<file path="config.mk">
export PLATFORM = sky130hd
export DESIGN_NAME = i2c_in_cond
export DESIGN_NICKNAME = d
export VERILOG_FILES = /design/src/rtl/i2c_in_cond_pkg.sv /design/src/rtl/i2c_glitch_filter.sv /design/src/rtl/i2c_cond_dp.sv /design/src/rtl/i2c_cond_ctrl.sv /design/src/rtl/i2c_in_cond.sv
export SDC_FILE = /design/constraint.sdc
export NUM_CORES = 1
export LEC_CHECK = 0
export BUFFER_PORTS_ARGS = -buffer_cell sky130_fd_sc_hd__buf_2
export CAP_MARGIN = 40
export CORE_UTILIZATION = 59
export DETAILED_ROUTE_END_ITERATION = 12
export GPL_TIMING_DRIVEN = 0
export PLACE_DENSITY = 0.78
export REMOVE_ABC_BUFFERS = 1
export SLEW_MARGIN = 20
export SYNTH_ARGS = -nofsm -noshare
export SYNTH_HDL_FRONTEND = slang
export SYNTH_HIERARCHICAL = 1
export SYNTH_SLANG_ARGS = --single-unit
</file>
<file path="constraint.sdc">
create_clock -name clk -period 2.5 [get_ports clk]
set_input_delay 0.375 -clock clk [delete_from_list [all_inputs] [get_ports clk]]
set_output_delay 0.375 -clock clk [all_outputs]
set_load 0.005 [all_outputs]
</file>
<file path="src/rtl/i2c_in_cond_pkg.sv">
package i2c_in_cond_pkg;

  // strobes from control to datapath
  typedef struct packed {
    logic holdStart;  // filtered SCL has just fallen: freeze SDA
    logic toClear;    // restart the stuck-low counter
  } ctrl2dp_t;

  // state from datapath to control
  typedef struct packed {
    logic sclF;       // filtered SCL
    logic sdaH;       // filtered SDA after the hold window
    logic toHit;      // stuck-low counter has reached its limit
  } dp2ctrl_t;

endpackage

</file>
<file path="src/rtl/i2c_glitch_filter.sv">
module i2c_glitch_filter #(
  parameter int CYCLES = 5
) (
  input  logic clk,
  input  logic rstN,
  input  logic din,
  output logic dout
);
  localparam int CW = $clog2(CYCLES + 1);

  logic [1:0]    syncQ;
  logic [CW-1:0] runCnt;

  always_ff @(posedge clk or negedge rstN) begin
    if (!rstN) begin
      syncQ  <= 2'b11;
      runCnt <= '0;
      dout   <= 1'b1;
    end else begin
      syncQ <= {syncQ[0], din};
      if (syncQ[1] == dout) begin
        runCnt <= '0;
      end else if (runCnt == CW'(CYCLES - 1)) begin
        dout   <= syncQ[1];
        runCnt <= '0;
      end else begin
        runCnt <= runCnt + 1'b1;
      end
    end
  end
endmodule

</file>
<file path="src/rtl/i2c_cond_dp.sv">
module i2c_cond_dp
  import i2c_in_cond_pkg::*;
#(
  parameter int FILT_CYCLES    = 5,
  parameter int HOLD_CYCLES    = 30,
  parameter int TIMEOUT_CYCLES = 2500000
) (
  input  logic     clk,
  input  logic     rstN,
  input  logic     sclRaw,
  input  logic     sdaRaw,
  input  ctrl2dp_t ctl,
  output dp2ctrl_t st
);
  localparam int HW = $clog2(HOLD_CYCLES + 1);
  localparam int TW = $clog2(TIMEOUT_CYCLES + 1);

  logic [1:0]    rawVec;
  logic [1:0]    filtVec;
  logic [HW-1:0] holdCnt;
  logic          sdaHeld;
  logic [TW-1:0] toCnt;

  assign rawVec = {sdaRaw, sclRaw};

  // one filter per line: bit 0 is SCL, bit 1 is SDA
  for (genvar i = 0; i < 2; i++) begin : g_line
    i2c_glitch_filter #(.CYCLES(FILT_CYCLES)) filt_i (
      .clk (clk),
      .rstN(rstN),
      .din (rawVec[i]),
      .dout(filtVec[i])
    );
  end

  // SDA hold window after each SCL fall
  always_ff @(posedge clk or negedge rstN) begin
    if (!rstN) begin
      holdCnt <= '0;
      sdaHeld <= 1'b1;
    end else begin
      if (ctl.holdStart) begin
        holdCnt <= HW'(HOLD_CYCLES - 1);
      end else if (holdCnt != '0) begin
        holdCnt <= holdCnt - 1'b1;
      end
      if (!ctl.holdStart && holdCnt == '0) begin
        sdaHeld <= filtVec[1];
      end
    end
  end

  // stuck-low counter, saturating at its limit
  always_ff @(posedge clk or negedge rstN) begin
    if (!rstN) begin
      toCnt <= '0;
    end else if (ctl.toClear) begin
      toCnt <= '0;
    end else if (toCnt != TW'(TIMEOUT_CYCLES - 1)) begin
      toCnt <= toCnt + 1'b1;
    end
  end

  assign st.sclF  = filtVec[0];
  assign st.sdaH  = sdaHeld;
  assign st.toHit = (toCnt == TW'(TIMEOUT_CYCLES - 1));
endmodule

</file>
<file path="src/rtl/i2c_cond_ctrl.sv">
module i2c_cond_ctrl
  import i2c_in_cond_pkg::*;
(
  input  logic     clk,
  input  logic     rstN,
  input  logic     timeoutEn,
  input  dp2ctrl_t st,
  output ctrl2dp_t ctl,
  output logic     sclRise,
  output logic     sclFall,
  output logic     startPulse,
  output logic     rptStartPulse,
  output logic     stopPulse,
  output logic     busRst
);
  logic sclPrev;
  logic sdaPrev;
  logic busy;
  logic armed;
  logic anyStart;
  logic fireNow;

  always_comb begin
    sclRise       = st.sclF & ~sclPrev;
    sclFall       = ~st.sclF & sclPrev;
    anyStart      = st.sclF & sclPrev & sdaPrev & ~st.sdaH;
    stopPulse     = st.sclF & sclPrev & ~sdaPrev & st.sdaH;
    startPulse    = anyStart & ~busy;
    rptStartPulse = anyStart & busy;
    ctl.holdStart = sclFall;
    ctl.toClear   = ~timeoutEn | (st.sclF & st.sdaH);
    fireNow       = armed & st.toHit & timeoutEn;
  end

  always_ff @(posedge clk or negedge rstN) begin
    if (!rstN) begin
      sclPrev <= 1'b1;
      sdaPrev <= 1'b1;
      busy    <= 1'b0;
      armed   <= 1'b1;
      busRst  <= 1'b0;
    end else begin
      sclPrev <= st.sclF;
      sdaPrev <= st.sdaH;
      busRst  <= fireNow;
      if (fireNow || stopPulse) begin
        busy <= 1'b0;
      end else if (anyStart) begin
        busy <= 1'b1;
      end
      if (fireNow) begin
        armed <= 1'b0;
      end else if (st.sclF && st.sdaH) begin
        armed <= 1'b1;
      end
    end
  end
endmodule

</file>
<file path="src/rtl/i2c_in_cond.sv">
module i2c_in_cond
  import i2c_in_cond_pkg::*;
#(
  parameter int FILT_CYCLES    = 5,
  parameter int HOLD_CYCLES    = 30,
  parameter int TIMEOUT_CYCLES = 2500000
) (
  input  logic clk,
  input  logic rstN,
  input  logic sclRaw,
  input  logic sdaRaw,
  input  logic timeoutEn,
  output logic sclOut,
  output logic sdaOut,
  output logic sclRise,
  output logic sclFall,
  output logic startPulse,
  output logic rptStartPulse,
  output logic stopPulse,
  output logic busRst
);
  ctrl2dp_t ctl;
  dp2ctrl_t st;

  i2c_cond_dp #(
    .FILT_CYCLES   (FILT_CYCLES),
    .HOLD_CYCLES   (HOLD_CYCLES),
    .TIMEOUT_CYCLES(TIMEOUT_CYCLES)
  ) dp_i (
    .clk   (clk),
    .rstN  (rstN),
    .sclRaw(sclRaw),
    .sdaRaw(sdaRaw),
    .ctl   (ctl),
    .st    (st)
  );

  i2c_cond_ctrl ctrl_i (
    .clk          (clk),
    .rstN         (rstN),
    .timeoutEn    (timeoutEn),
    .st           (st),
    .ctl          (ctl),
    .sclRise      (sclRise),
    .sclFall      (sclFall),
    .startPulse   (startPulse),
    .rptStartPulse(rptStartPulse),
    .stopPulse    (stopPulse),
    .busRst       (busRst)
  );

  assign sclOut = st.sclF;
  assign sdaOut = st.sdaH;
endmodule

</file>
* Word-level counts from Yosys, hierarchy flattened
Index checks and enable logic that the tools add are counted.
** Storage, ports and cells
- Flip-flop bits (word level) :: 45
- Bits of input ports :: 5
- Output and inout port bits :: 8
** Operators by class
- $add $sub $neg :: 4
- Equality and inequality tests :: 6
- Muxes and demuxes :: 12
- Bitwise gates (word level) :: 21
- Reductions and logical operators :: 12
** Operators by type and width (count)
- 22-bit 2-to-1 mux :: 2
- 22-bit by 1-bit adder with 22-bit output (second input constant) :: 1
- 22-bit equality test (second input constant) :: 1
- 22-bit != test (second input constant) :: 1
- 1-bit bitwise AND :: 12
- 3-bit 2-to-1 mux :: 4
- 5-bit 2-to-1 mux :: 2
- 1-bit NOT :: 8
- 2-bit nonzero test :: 4
- 3-bit by 1-bit adder with 3-bit output (second input constant) :: 2
- 3-bit equality test (second input constant) :: 2
- 5-bit zero test :: 1
- 5-bit nonzero test :: 1
- 5-bit by 1-bit subtractor with 5-bit output (second input constant) :: 1
- 1-bit 2-to-1 mux :: 4
- 2-bit AND reduction :: 2
- 1-bit equality test :: 2
- 1-bit logical AND :: 2
- 1-bit zero test :: 1
- 1-bit logical OR :: 1
- 1-bit bitwise OR :: 1

* Depth between registers and ports, before layout
- Depth after elaboration :: 5
- Mapped depth :: 7

* Cells and area by module
Netlist, hierarchy kept.
** Modules (own cells, without submodules)
- i2c_cond_dp :: times used 1, cells an instance 151, area each 1477.7 µm²
- i2c_glitch_filter :: times used 2, cells an instance 18, area each 244.0 µm²
- i2c_cond_ctrl :: times used 1, cells an instance 22, area each 222.7 µm²

* Least setup slack after synthesis
No wires, ideal clock.
- Path type :: reg-to-reg
- Start :: register dp_i.toCnt[0]
- End :: register dp_i.toCnt[4]
- Arrival :: 1.670 ns
- Path slack :: 0.764 ns
- Stages on the path, launching flop included :: 8
- Path buffers :: 1
- Period minus slack after synthesis :: 1.736 ns
- Cells stage by stage :: dfrtp_1 > ha_1 > and4_1 > nand4_1 > nor4_2 > buf_4 > or4_1 > nand2_1
** On the way
- Longest elaborated chain between the ends :: 3
** RTL lines
- from (decl) :: line i2c_cond_dp.sv:22 : logic [TW-1:0] toCnt;
- from (signal assigned) :: line i2c_cond_dp.sv:60 : toCnt <= toCnt + 1'b1;
- 22-bit by 1-bit adder with 22-bit output :: line i2c_cond_dp.sv:60
- 22-bit 2-to-1 mux :: line i2c_cond_dp.sv:59 : end else if (toCnt != TW'(TIMEOUT_CYCLES - 1)) begin
- 22-bit 2-to-1 mux :: line i2c_cond_dp.sv:57 : end else if (ctl.toClear) begin
Several ways; a longest one is shown, not always the timed one. The select of a mux whose other input is x is not followed.
A chain may end at the register's enable or synchronous reset.

* Final worst setup path
Same ends and word-level chain as after synthesis.

==> metrics.yaml <==
status: "finished clean"
post-route-period-util_pct: 77.0
cpPeakStageDelay_ns: 0.49
path_class: "reg2reg"
yosys_warnings: 6
htreeDepth: 2
worst-path-buf-inv: 1
io_pins: 13
crit_fanout: 10
postCtsHoldBufs: 0
syn_area_um2: 2190
initial_core_util_pct: 63.6
period_minus_slack_ns: 1.92
grt_pass1_vias: 1484
drv_cap: 0
io_buffers: 12
drtIter0Drc: 63
hold_violations: 0
synth_commonest_cells: "dfrtp_1, nor2_1, nand2_1"
crit_slowest_cell: "or4_1"
dpl_cell_area_um2: 2290
gp_congestion: 0.865
remaining_drc_errors: 0
numClockSinks: 45
synthArstFlopShare_pct: 100
die_y_um: 62.9
end_kind: "flip-flop"
vias: 1494
synth_top_area_cell: "dfrtp_1"
synth_flop_cell: "dfrtp_1"
crit_family: "simple AND/OR/NAND/NOR gates"
antenna_found_initial: 0
post_cts_buffers: 0
clk_latency_ns: 0.29
die_w_um: 62.9
grt.overflow.total: 0
synth_seq_area_share_pct: 52.0
via_per_inst: 5.55
core.rowCount: 21
relSlewSlack_pct: 46.6
grt_use_total_pct: 22.4
synthTopCellsByArea: "dfrtp_1, dfstp_2, xnor2_1"
startpoint_type: "flip-flop"
numCtsBuffers: 5
synth_top_area_share_pct: 40.0
worst_pin_slew_ns: 0.799
synth_cell_types: 41
clockRootBuffer: "clkbuf_8"
crit_chain: "ha_1 -> and4_1 -> nand4_1 -> nor4_2 -> buf_2 -> or4_1 -> nand2_1"
critPathArrivalTime_ns: 2.16
synth_edf_count: 0
setup_viol: 0
core_um2: 3440
postRouteAntennaNets: 0
clk_pin_slew_worst_paths_ns: 0.07
routed_wl_mm: 3.81
dp_hpwl_mm: 2.83
clock.fmax_mhz: 520
design_area_um2: 2400
grt_first_pass_wirelength_mm: 6.71
worst_ir_drop_vdd_uv: 475
p_leak_uw: 0.00104
routedWlPerCell_um: 14.1
drt_first_pass_iters: 4
area_growth_pct: 9.72
timing.final.ws_setup_ns: 0.576
hold_class: "in2async"
synthMostInstantiatedCell: "dfrtp_1"
slew_violations: 0
grt_setup_unrepaired: "false"
synth.avg_cell_area_um2: 10.5
grt_start_max_net_pins: 27
nNetsFinal: 234
die_area_um2: 3960
setup_tns_ns: 0
power_density_nw_per_um2: 793
post_cts_resize_count: 0
cts_tree: "done"
dp_slack_ns: 0.270
synth_cells: 209
ys_ff_latch: 45
critPathRequiredTime_ns: 2.73
antenna_cells: 0
drive_gt1_share_pct: 18.8
cts.path.max_buffers: 2
fin_skew_ns: 0.00387
## sequential cells by signal, indices dropped and copies added (netlist names)
register,cells
dp_i/toCnt,22
dp_i/sdaHeld,1
dp_i/g_line.filt_i/runCnt,6
dp_i/g_line.filt_i/dout,2
ctrl_i/armed,1
dp_i/holdCnt,5
ctrl_i/sdaPrev,1
ctrl_i/sclPrev,1
ctrl_i/busy,1
dp_i/g_line.filt_i/syncQ,4
ctrl_i/busRst,1
## final cells by class
cell class	count	area, um^2
timing repair buffer	14	92.6
multi-input combinational	147	971
clock buffer	5	68.8
inverter	10	37.5
tap	46	57.6
sequential	45	1140
fill	272	1040
clock inverter	2	35.0
## placed cells by master, fill, tap and decap left out, drive strengths merged
cell    instances
nand4           7
nor2b           6
o21ai           7
buf            14
or3             3
nor2           25
xor2            6
a21oi           7
a21o            1
and2b           1
inv            10
or3b            3
o31ai           1
nor3            7
clkinv          1
ha              6
nor4bb          1
and4            2
mux2i           1
dfstp          10
bufinv          1
nand2b          5
dfrtp          35
nand2          15
o21ba           1
clkbuf          5
xnor2          13
nor3b           2
or4             3
o31a            1
mux2            3
nor4            6
nand3          10
and3            4
## per-layer routing
| layer | global-route usage [%] | share of wire (%) | vias to the layer above |
|---|---|---|---|
| met2 | 38.3 | 51 | 26 |
| met5 | 0 | 0 | - |
| met4 | 6.98 | 1.4 | 0 |
| li1 | - | - | 737 |
| met3 | 5.47 | 3.1 | 6 |
| met1 | 27.6 | 45 | 725 |
## path summary, 6_finish.rpt
| path | startpoint | end | slack [ns] | depth (start not counted) |
|---|---|---|---|---|
| min | rstN | dp_i/holdCnt[2] | 0.03 | 1 |
| max in group asynchronous | rstN | dp_i/g_line[0].filt_i/syncQ[1] | 1.91 | 2 |
| min reg2reg | dp_i/g_line[1].filt_i/syncQ[0] | dp_i/g_line[1].filt_i/syncQ[1] | 0.36 | 0 |
| max reg2reg | dp_i/toCnt[0] | dp_i/toCnt[4] | 0.58 | 7 |
| min in group clk | sdaRaw | dp_i/g_line[1].filt_i/syncQ[0] | 0.18 | 1 |
| max | dp_i/toCnt[0] | dp_i/toCnt[4] | 0.58 | 7 |
## where the power goes
| group | internal, uW | switching (uW) | total, uW | leakage, uW |
|---|---|---|---|---|
| Clock | 290 | 222 | 512 | 0.0000540 |
| Combinational | 189 | 209 | 398 | 0.000421 |
| Sequential | 880 | 114 | 994 | 0.000565 |
## metrics by stage
step | hold WS, ns | cells | total power (uW) | util [%]
floorplan | 0.0794 | 202 | 1260 | -
global placement | 0.345 | 260 | 1340 | 65.8
detailed placement | 0.348 | 261 | 1420 | 66.6
CTS | 0.0409 | 268 | 1940 | 69.6
global route | 0.0587 | 269 | 2020 | 69.8
finish | 0.0317 | 269 | 1900 | 69.8
## cells by family after synthesis
logic type      Yosys count  share of synthesized area (%)
compound gates           18                           4.97
xor+xnor                 19                           7.60
fa+ha+maj                 6                           3.43
buf+inv                  17                           3.60
flops                    45                           52.0
mux                       4                           2.00
simple gates            100                           26.4
(Power assumes the default switching activity.)
